### config.mk
export PLATFORM = sky130hd
export DESIGN_NAME = exc_entry_seq
export DESIGN_NICKNAME = d
export VERILOG_FILES = /design/src/rtl/exc_entry_pkg.sv /design/src/rtl/exc_entry_ctrl.sv /design/src/rtl/exc_entry_dp.sv /design/src/rtl/exc_entry_seq.sv
export SDC_FILE = /design/constraint.sdc
export NUM_CORES = 1
export LEC_CHECK = 0
export BUFFER_PORTS_ARGS = -buffer_cell sky130_fd_sc_hd__buf_2
export CAP_MARGIN = 5
export CORE_AREA = 5 5 176 220
export DETAILED_ROUTE_END_ITERATION = 12
export DIE_AREA = 0 0 181 225
export GPL_TIMING_DRIVEN = 0
export HOLD_SLACK_MARGIN = 0.03
export PLACE_DENSITY = 0.53
export SLEW_MARGIN = 10
export SYNTH_ARGS = -nofsm -noshare
export SYNTH_HDL_FRONTEND = slang
export SYNTH_SLANG_ARGS = --single-unit
### constraint.sdc
create_clock -name clk -period 3.95 [get_ports clk]
set_input_delay 0.1975 -clock clk [delete_from_list [all_inputs] [get_ports clk]]
set_output_delay 0.1975 -clock clk [all_outputs]
set_load 0.01 [all_outputs]
### src/rtl/exc_entry_pkg.sv
package exc_entry_pkg;
  localparam int XLEN      = 32;
  localparam int VEC_W     = 8;
  localparam int DS_W      = 2;
  localparam int VER_W     = 8;
  localparam int I_BIT     = 4;
  localparam int U_BIT     = 8;
  localparam int M_BIT_OLD = 9;
  localparam int M_BIT_NEW = 30;
  localparam int VER_SPLIT = 32;
  localparam int KEEP_HI   = 2;
  localparam int ROT_SHIFT = 10;
  localparam int MOVE_W    = XLEN - KEEP_HI - ROT_SHIFT;

  typedef enum logic [1:0] {ST_IDLE, ST_FETCH, ST_JUMP, ST_HALT} seqState_t;
  typedef enum logic [2:0] {EV_NONE, EV_NMI, EV_BUSF, EV_BRK, EV_IRQ} evKind_t;

  typedef struct packed {
    logic    capture;
    evKind_t kind;
    logic    loadPc;
  } seqStrobe_t;
endpackage

### src/rtl/exc_entry_ctrl.sv
module exc_entry_ctrl
  import exc_entry_pkg::*;
(
  input  logic       clk,
  input  logic       rstN,
  input  logic       evBreak,
  input  logic       evNmi,
  input  logic       evBusFault,
  input  logic       evIrq,
  input  logic       irqLock,
  input  logic       iFlag,
  input  logic       mFlag,
  input  logic       memRvalid,
  output seqStrobe_t strobe,
  output logic       busy,
  output logic       memReq,
  output logic       pcLoad,
  output logic       fatalErr
);
  seqState_t state;
  evKind_t   pick;
  evKind_t   curKind;
  logic      recursive;

  always_comb begin
    pick = EV_NONE;
    if (state == ST_IDLE) begin
      if (evNmi && mFlag)                   pick = EV_NMI;
      else if (evBusFault)                  pick = EV_BUSF;
      else if (evBreak)                     pick = EV_BRK;
      else if (evIrq && iFlag && !irqLock)  pick = EV_IRQ;
    end
  end

  assign recursive = evBusFault && (curKind == EV_BUSF) &&
                     ((state == ST_FETCH) || (state == ST_JUMP));

  always_comb begin
    strobe.capture = (pick != EV_NONE);
    strobe.kind    = pick;
    strobe.loadPc  = (state == ST_FETCH) && memRvalid && !recursive;
  end

  always_ff @(posedge clk or negedge rstN) begin
    if (!rstN) begin
      state    <= ST_IDLE;
      curKind  <= EV_NONE;
      fatalErr <= 1'b0;
    end else if (recursive) begin
      state    <= ST_HALT;
      fatalErr <= 1'b1;
    end else begin
      unique case (state)
        ST_IDLE:  if (pick != EV_NONE) begin
                    state   <= ST_FETCH;
                    curKind <= pick;
                  end
        ST_FETCH: if (memRvalid) state <= ST_JUMP;
        ST_JUMP:  begin
                    state   <= ST_IDLE;
                    curKind <= EV_NONE;
                  end
        default:  state <= ST_HALT;
      endcase
    end
  end

  assign busy   = (state != ST_IDLE);
  assign memReq = (state == ST_FETCH);
  assign pcLoad = (state == ST_JUMP);
endmodule

### src/rtl/exc_entry_dp.sv
module exc_entry_dp
  import exc_entry_pkg::*;
(
  input  logic              clk,
  input  logic              rstN,
  input  seqStrobe_t        strobe,
  input  logic [VEC_W-1:0]  irqVec,
  input  logic [VEC_W-1:0]  trapVec,
  input  logic [VEC_W-1:0]  faultVec,
  input  logic [XLEN-1:0]   pcIn,
  input  logic [DS_W-1:0]   dslotCnt,
  input  logic [XLEN-1:0]   ccsIn,
  input  logic [VER_W-1:0]  archVer,
  input  logic [XLEN-1:0]   spIn,
  input  logic [XLEN-1:0]   kspIn,
  input  logic [XLEN-1:0]   ebpIn,
  input  logic [XLEN-1:0]   memRdata,
  output logic              iFlag,
  output logic              mFlag,
  output logic [XLEN-1:0]   memAddr,
  output logic [XLEN-1:0]   pcOut,
  output logic [XLEN-1:0]   erpOut,
  output logic [XLEN-1:0]   nrpOut,
  output logic [XLEN-1:0]   uspOut,
  output logic [XLEN-1:0]   spOut,
  output logic [XLEN-1:0]   ccsOut,
  output logic [XLEN-1:0]   exsOut,
  output logic              dslotClr
);
  localparam int EXS_LO = VEC_W;
  localparam int EXS_HI = XLEN - 2 * VEC_W;

  logic [VEC_W-1:0] vecSel, vecReg;
  logic [XLEN-1:0]  baseReg, retAddr, ccsMasked, ccsRot, mMask;
  logic             oldArch, userMode, isNmi;

  assign oldArch  = (archVer < VER_W'(VER_SPLIT));
  assign iFlag    = ccsIn[I_BIT];
  assign mFlag    = oldArch ? ccsIn[M_BIT_OLD] : ccsIn[M_BIT_NEW];
  assign userMode = ccsIn[U_BIT];
  assign isNmi    = (strobe.kind == EV_NMI);
  assign mMask    = oldArch ? (XLEN'(1) << M_BIT_OLD) : (XLEN'(1) << M_BIT_NEW);

  always_comb begin
    unique case (strobe.kind)
      EV_BRK:  vecSel = trapVec;
      EV_BUSF: vecSel = faultVec;
      EV_IRQ:  vecSel = irqVec;
      default: vecSel = '0;
    endcase
  end

  assign retAddr   = pcIn - XLEN'(dslotCnt);
  assign ccsMasked = isNmi ? (ccsIn & ~mMask) : ccsIn;
  assign ccsRot    = {ccsMasked[XLEN-1 -: KEEP_HI], ccsMasked[MOVE_W-1:0], {ROT_SHIFT{1'b0}}};
  assign memAddr   = baseReg + {{(XLEN-VEC_W-2){1'b0}}, vecReg, 2'b00};

  always_ff @(posedge clk or negedge rstN) begin
    if (!rstN) begin
      vecReg   <= '0;
      baseReg  <= '0;
      pcOut    <= '0;
      erpOut   <= '0;
      nrpOut   <= '0;
      uspOut   <= '0;
      spOut    <= '0;
      ccsOut   <= '0;
      exsOut   <= '0;
      dslotClr <= 1'b0;
    end else begin
      dslotClr <= 1'b0;
      if (strobe.capture) begin
        vecReg   <= vecSel;
        baseReg  <= ebpIn;
        ccsOut   <= ccsRot;
        exsOut   <= {{EXS_HI{1'b0}}, vecSel, {EXS_LO{1'b0}}};
        dslotClr <= (dslotCnt != '0);
        if (isNmi) nrpOut <= retAddr;
        else       erpOut <= retAddr;
        if (userMode) begin
          uspOut <= spIn;
          spOut  <= kspIn;
        end else begin
          spOut  <= spIn;
        end
      end
      if (strobe.loadPc) pcOut <= memRdata;
    end
  end
endmodule

### src/rtl/exc_entry_seq.sv
module exc_entry_seq
  import exc_entry_pkg::*;
(
  input  logic             clk,
  input  logic             rstN,
  input  logic             evBreak,
  input  logic             evNmi,
  input  logic             evBusFault,
  input  logic             evIrq,
  input  logic [VEC_W-1:0] irqVec,
  input  logic [VEC_W-1:0] trapVec,
  input  logic [VEC_W-1:0] faultVec,
  input  logic             irqLock,
  input  logic [XLEN-1:0]  pcIn,
  input  logic [DS_W-1:0]  dslotCnt,
  input  logic [XLEN-1:0]  ccsIn,
  input  logic [VER_W-1:0] archVer,
  input  logic [XLEN-1:0]  spIn,
  input  logic [XLEN-1:0]  kspIn,
  input  logic [XLEN-1:0]  ebpIn,
  input  logic [XLEN-1:0]  memRdata,
  input  logic             memRvalid,
  output logic             memReq,
  output logic [XLEN-1:0]  memAddr,
  output logic             busy,
  output logic             pcLoad,
  output logic [XLEN-1:0]  pcOut,
  output logic [XLEN-1:0]  erpOut,
  output logic [XLEN-1:0]  nrpOut,
  output logic [XLEN-1:0]  uspOut,
  output logic [XLEN-1:0]  spOut,
  output logic [XLEN-1:0]  ccsOut,
  output logic [XLEN-1:0]  exsOut,
  output logic             dslotClr,
  output logic             fatalErr
);
  seqStrobe_t strobe;
  logic       iFlag, mFlag;

  exc_entry_ctrl ctrl_i (
    .clk(clk), .rstN(rstN),
    .evBreak(evBreak), .evNmi(evNmi), .evBusFault(evBusFault), .evIrq(evIrq),
    .irqLock(irqLock), .iFlag(iFlag), .mFlag(mFlag), .memRvalid(memRvalid),
    .strobe(strobe), .busy(busy), .memReq(memReq), .pcLoad(pcLoad),
    .fatalErr(fatalErr)
  );

  exc_entry_dp dp_i (
    .clk(clk), .rstN(rstN), .strobe(strobe),
    .irqVec(irqVec), .trapVec(trapVec), .faultVec(faultVec),
    .pcIn(pcIn), .dslotCnt(dslotCnt), .ccsIn(ccsIn), .archVer(archVer),
    .spIn(spIn), .kspIn(kspIn), .ebpIn(ebpIn), .memRdata(memRdata),
    .iFlag(iFlag), .mFlag(mFlag), .memAddr(memAddr), .pcOut(pcOut),
    .erpOut(erpOut), .nrpOut(nrpOut), .uspOut(uspOut), .spOut(spOut),
    .ccsOut(ccsOut), .exsOut(exsOut), .dslotClr(dslotClr)
  );
endmodule

==> results.json <==
{
  "p_total_mw": 11.9,
  "finalCriticalPeriod_ns": 3.52,
  "via_count_of_the_first_global_routing_pass": 10800,
  "timing.hold.worst.class": "primary input to flop",
  "synth.lib_cells_used.distinct": 58,
  "final_cell_count_no_fill": 2260,
  "grt_setup_unrepaired": "no",
  "vias": 10300,
  "grt_first_pass_wirelength_um": 61300,
  "placement.io_buffers": 444,
  "seq_area_um2": 5730,
  "worstReg2RegEnd": "dp_i.vecReg[6]$_DFFE_PN0P_",
  "cts_num_sinks": 229,
  "synthDominantAreaCellType": "sky130_fd_sc_hd__dfrtp_1",
  "dpl.cell_count": 2023,
  "final-max-slew-violation-count": 0,
  "timing.final.setup_violations": 0,
  "ys_top_cells_by_count": "sky130_fd_sc_hd__nand2_1 (274), sky130_fd_sc_hd__dfrtp_1 (229), sky130_fd_sc_hd__o21ai_0 (101)",
  "design.die.area_um2": 40700,
  "groute.usage.overall_pct": 18.6,
  "synth.area.top_cells": "sky130_fd_sc_hd__dfrtp_1 (53%), sky130_fd_sc_hd__nand2_1 (9.5%), sky130_fd_sc_hd__mux2_2 (6.7%)",
  "post-synth-top-area-fraction_pct": 53.2,
  "source_of_the_critical_timing_path": "dp_i.vecReg[0]$_DFFE_PN0P_",
  "path_cells": "ha_1 > fa_1 > a211oi_1 > nor3_1 > a211oi_1 > clkbuf_1 > nor4_1 > xor2_1 > buf_2",
  "post_cts_resize_count": 0,
  "placeableCoreArea_um2": 36200,
  "worst_setup_path_start_kind": "flop",
  "num-fill-cells": 3506,
  "syn-instance-count": 1063,
  "crit_slowest_cell": "sky130_fd_sc_hd__clkbuf_1",
  "fmaxAchievable_mhz": 284,
  "critPathMaxStageDelay_ns": 0.46,
  "ys.warnings.count": 0,
  "initial_utilization_pct": 29.8,
  "cp-end-kind": "output pin",
  "die-width_um": 181,
  "run_status": "finished, final reports clean",
  "irDropWorstVdd_mv": 0.430,
  "hold_violations": 0,
  "ff2ff_setup_slack_ns": 0.48,
  "vias_per_cell": 4.55,
  "grt_overflow_total": 0,
  "worstPathMaxFanout": 10,
  "synthesis.area_um2": 10800,
  "critical_path_class": "flop to output pin",
  "final_layout_size_suffix_gt1_share_pct": 34.1,
  "ratio_of_total_power_to_cell_area_nw_per_um2": 715,
  "dieHeight_um": 225,
  "gp_congestion": 0.882,
  "drtIter0Drc": 446,
  "clock-root-buffer": "sky130_fd_sc_hd__clkbuf_16",
  "first_pass_iters": 5,
  "total_cts_buffers": 26,
  "clkSlewWorstSetupHoldPaths_ns": 0.06,
  "synth_most_common_cell": "sky130_fd_sc_hd__nand2_1",
  "finalCritPeriodShare_pct": 89.2,
  "dp_hpwl_um": 29900,
  "finalHoldWorstSlack_ns": 0.0514,
  "setup_tns_ns": 0,
  "asr_flop_ratio_synth_pct": 100,
  "setup_skew_ns": 0.0213,
  "pin_count_of_the_biggest_net_entering_global_routing": 64,
  "final_core_util_pct": 45.8,
  "max-clock-path-buffers": 3,
  "slew_headroom_pct": 14.8,
  "cts_max_level": 1,
  "post_cts_hold_buffer_count": 188,
  "multiInputGateArea_um2": 4640,
  "finish.net_count": 2010,
  "transition_time_at_the_pin_with_the_least_slew_margin_ns": 1.27,
  "crit_path_most_repeated_cell": "sky130_fd_sc_hd__a211oi_1",
  "pin_count": 495,
  "ys_dominant_reg_cell": "sky130_fd_sc_hd__dfrtp_1",
  "total_leakage_power_nw": 8.38,
  "post_detailed_route_drc_marker_count": 0,
  "synthesis.area_per_instance_um2": 10.1,
  "ys_seq_area_share_pct": 53.2,
  "worstRegToRegCells": 10,
  "clk_latency_ns": 0.54,
  "synth_edf_count": 0,
  "post_cts.repair.setup_buffers": 0,
  "synth_to_layout_area_growth_pct": 53.7,
  "drt_wl_total_um": 39500,
  "routedWlPerCell_um": 17.5,
  "max_cap_viol_count": 0,
  "clock_tree_from_tritoncts": "yes",
  "placement_rows": 78,
  "r2r_start": "ctrl_i.state[0]$_DFFE_PN0P_",
  "ys_seq_elements": 229,
  "critical_path_required_ns": 3.75,
  "drt.antenna.violating_nets": 0,
  "worstSetupEndpoint": "memAddr[18]",
  "antenna_found_initial": 1,
  "critPathArrivalTime_ns": 3.33
}
==> through the flow <==
stage | worst slack, ns | area [um^2]
finish | 0.427 | 16600
detailed placement | 0.540 | 13800
floorplan | 1.45 | 10900
global placement | -1.65 | 13700
CTS | 0.334 | 16600
global route | 0.138 | 16600
==> worst min path at each step <==
stage,start,to,slack [ns],cells past startpoint
finish,pcIn[16],dp_i.erpOut[16]$_DFFE_PN0P_,0.05,3
floorplan,rstN,ctrl_i.curKind[0]$_DFFE_PN0P_,-0.1,0
global placement,ebpIn[5],dp_i.baseReg[5]$_DFFE_PN0P_,0.40,3
detailed placement,rstN,dp_i.nrpOut[15]$_DFFE_PN0P_,0.13,1
global route,pcIn[24],dp_i.nrpOut[24]$_DFFE_PN0P_,0.06,3
CTS,pcIn[16],dp_i.erpOut[16]$_DFFE_PN0P_,0.04,3
==> power breakdown <==
| part | leakage, nW | total, mW | switching (mW) | internal [mW] |
|---|---|---|---|---|
| Sequential | 2.81 | 4.20 | 0.697 | 3.50 |
| Combinational | 5.15 | 5.22 | 2.98 | 2.24 |
| Clock | 0.423 | 2.44 | 0.985 | 1.45 |
==> sequential cells by signal, indices dropped and copies added, names as in the netlist <==
name	cells
dp_i.uspOut	32
dp_i.erpOut	32
dp_i.pcOut	32
dp_i.baseReg	32
dp_i.spOut	32
ctrl_i.curKind	3
ctrl_i.fatalErr	1
dp_i.vecReg	8
dp_i.ccsOut	22
dp_i.nrpOut	32
ctrl_i.state	2
dp_i.dslotClr	1
==> per-layer routing <==
metal	up-vias	part of all wire, %	global-route usage (%)
li1	4947	-	-
met1	4881	39	21.8
met2	388	51	33.7
met3	68	7.3	4.76
met4	0	2.9	5.47
met5	-	0	0
==> logic make-up (layout without fill, tap and decap cells) <==
kind of cell / count (synthesis) / in the layout / share of synthesized area (%)
fa+ha+maj: 17 / 17 / 2.11
buf+inv: 99 / 782 / 5.00
simple gates: 405 / 405 / 16.8
mux: 97 / 97 / 9.75
flops: 229 / 229 / 53.2
compound gates: 162 / 162 / 8.87
xor+xnor: 53 / 53 / 4.31
other cells: 1 / 35 / 0.0348
==> placed cells by master, fill, tap and decap left out, types with 24 or more instances in the layout <==
cell,instances
sky130_fd_sc_hd__clkbuf_16,27
sky130_fd_sc_hd__xor2_1,24
sky130_fd_sc_hd__buf_2,448
sky130_fd_sc_hd__clkbuf_1,52
sky130_fd_sc_hd__nand2_1,274
sky130_fd_sc_hd__conb_1,34
sky130_fd_sc_hd__dfrtp_1,229
sky130_fd_sc_hd__o21ai_0,101
sky130_fd_sc_hd__nor2_1,37
sky130_fd_sc_hd__mux2_2,64
sky130_fd_sc_hd__xnor2_1,29
sky130_fd_sc_hd__dlygate4sd3_1,188
sky130_fd_sc_hd__mux2i_1,33
sky130_fd_sc_hd__buf_4,39
==> area by class of cell <==
cell class | count | share of cell area [%]
clock buffers | 42 | 4.84
repair buffers | 635 | 25.3
flip-flops and latches | 229 | 34.6
diodes | 1 | 0.0151
well taps | 480 | 3.62
clock inverters | 6 | 0.370
multi-input cells | 768 | 28.0
plain buffers | 90 | 3.05
inverters | 9 | 0.204
==> critical path, delay by kind of cell, from the launching register on <==
family | cells | cell delay [ns]
adder cells (fa/ha/maj) | 2 | 0.67
AO/OA/AOI/OAI | 2 | 0.64
buffers and inverters | 2 | 0.63
XOR/XNOR | 1 | 0.19
flip-flops | 1 | 0.41
AND/OR/NAND/NOR | 2 | 0.24
No activity file was read; power rests on OpenSTA's default activity.
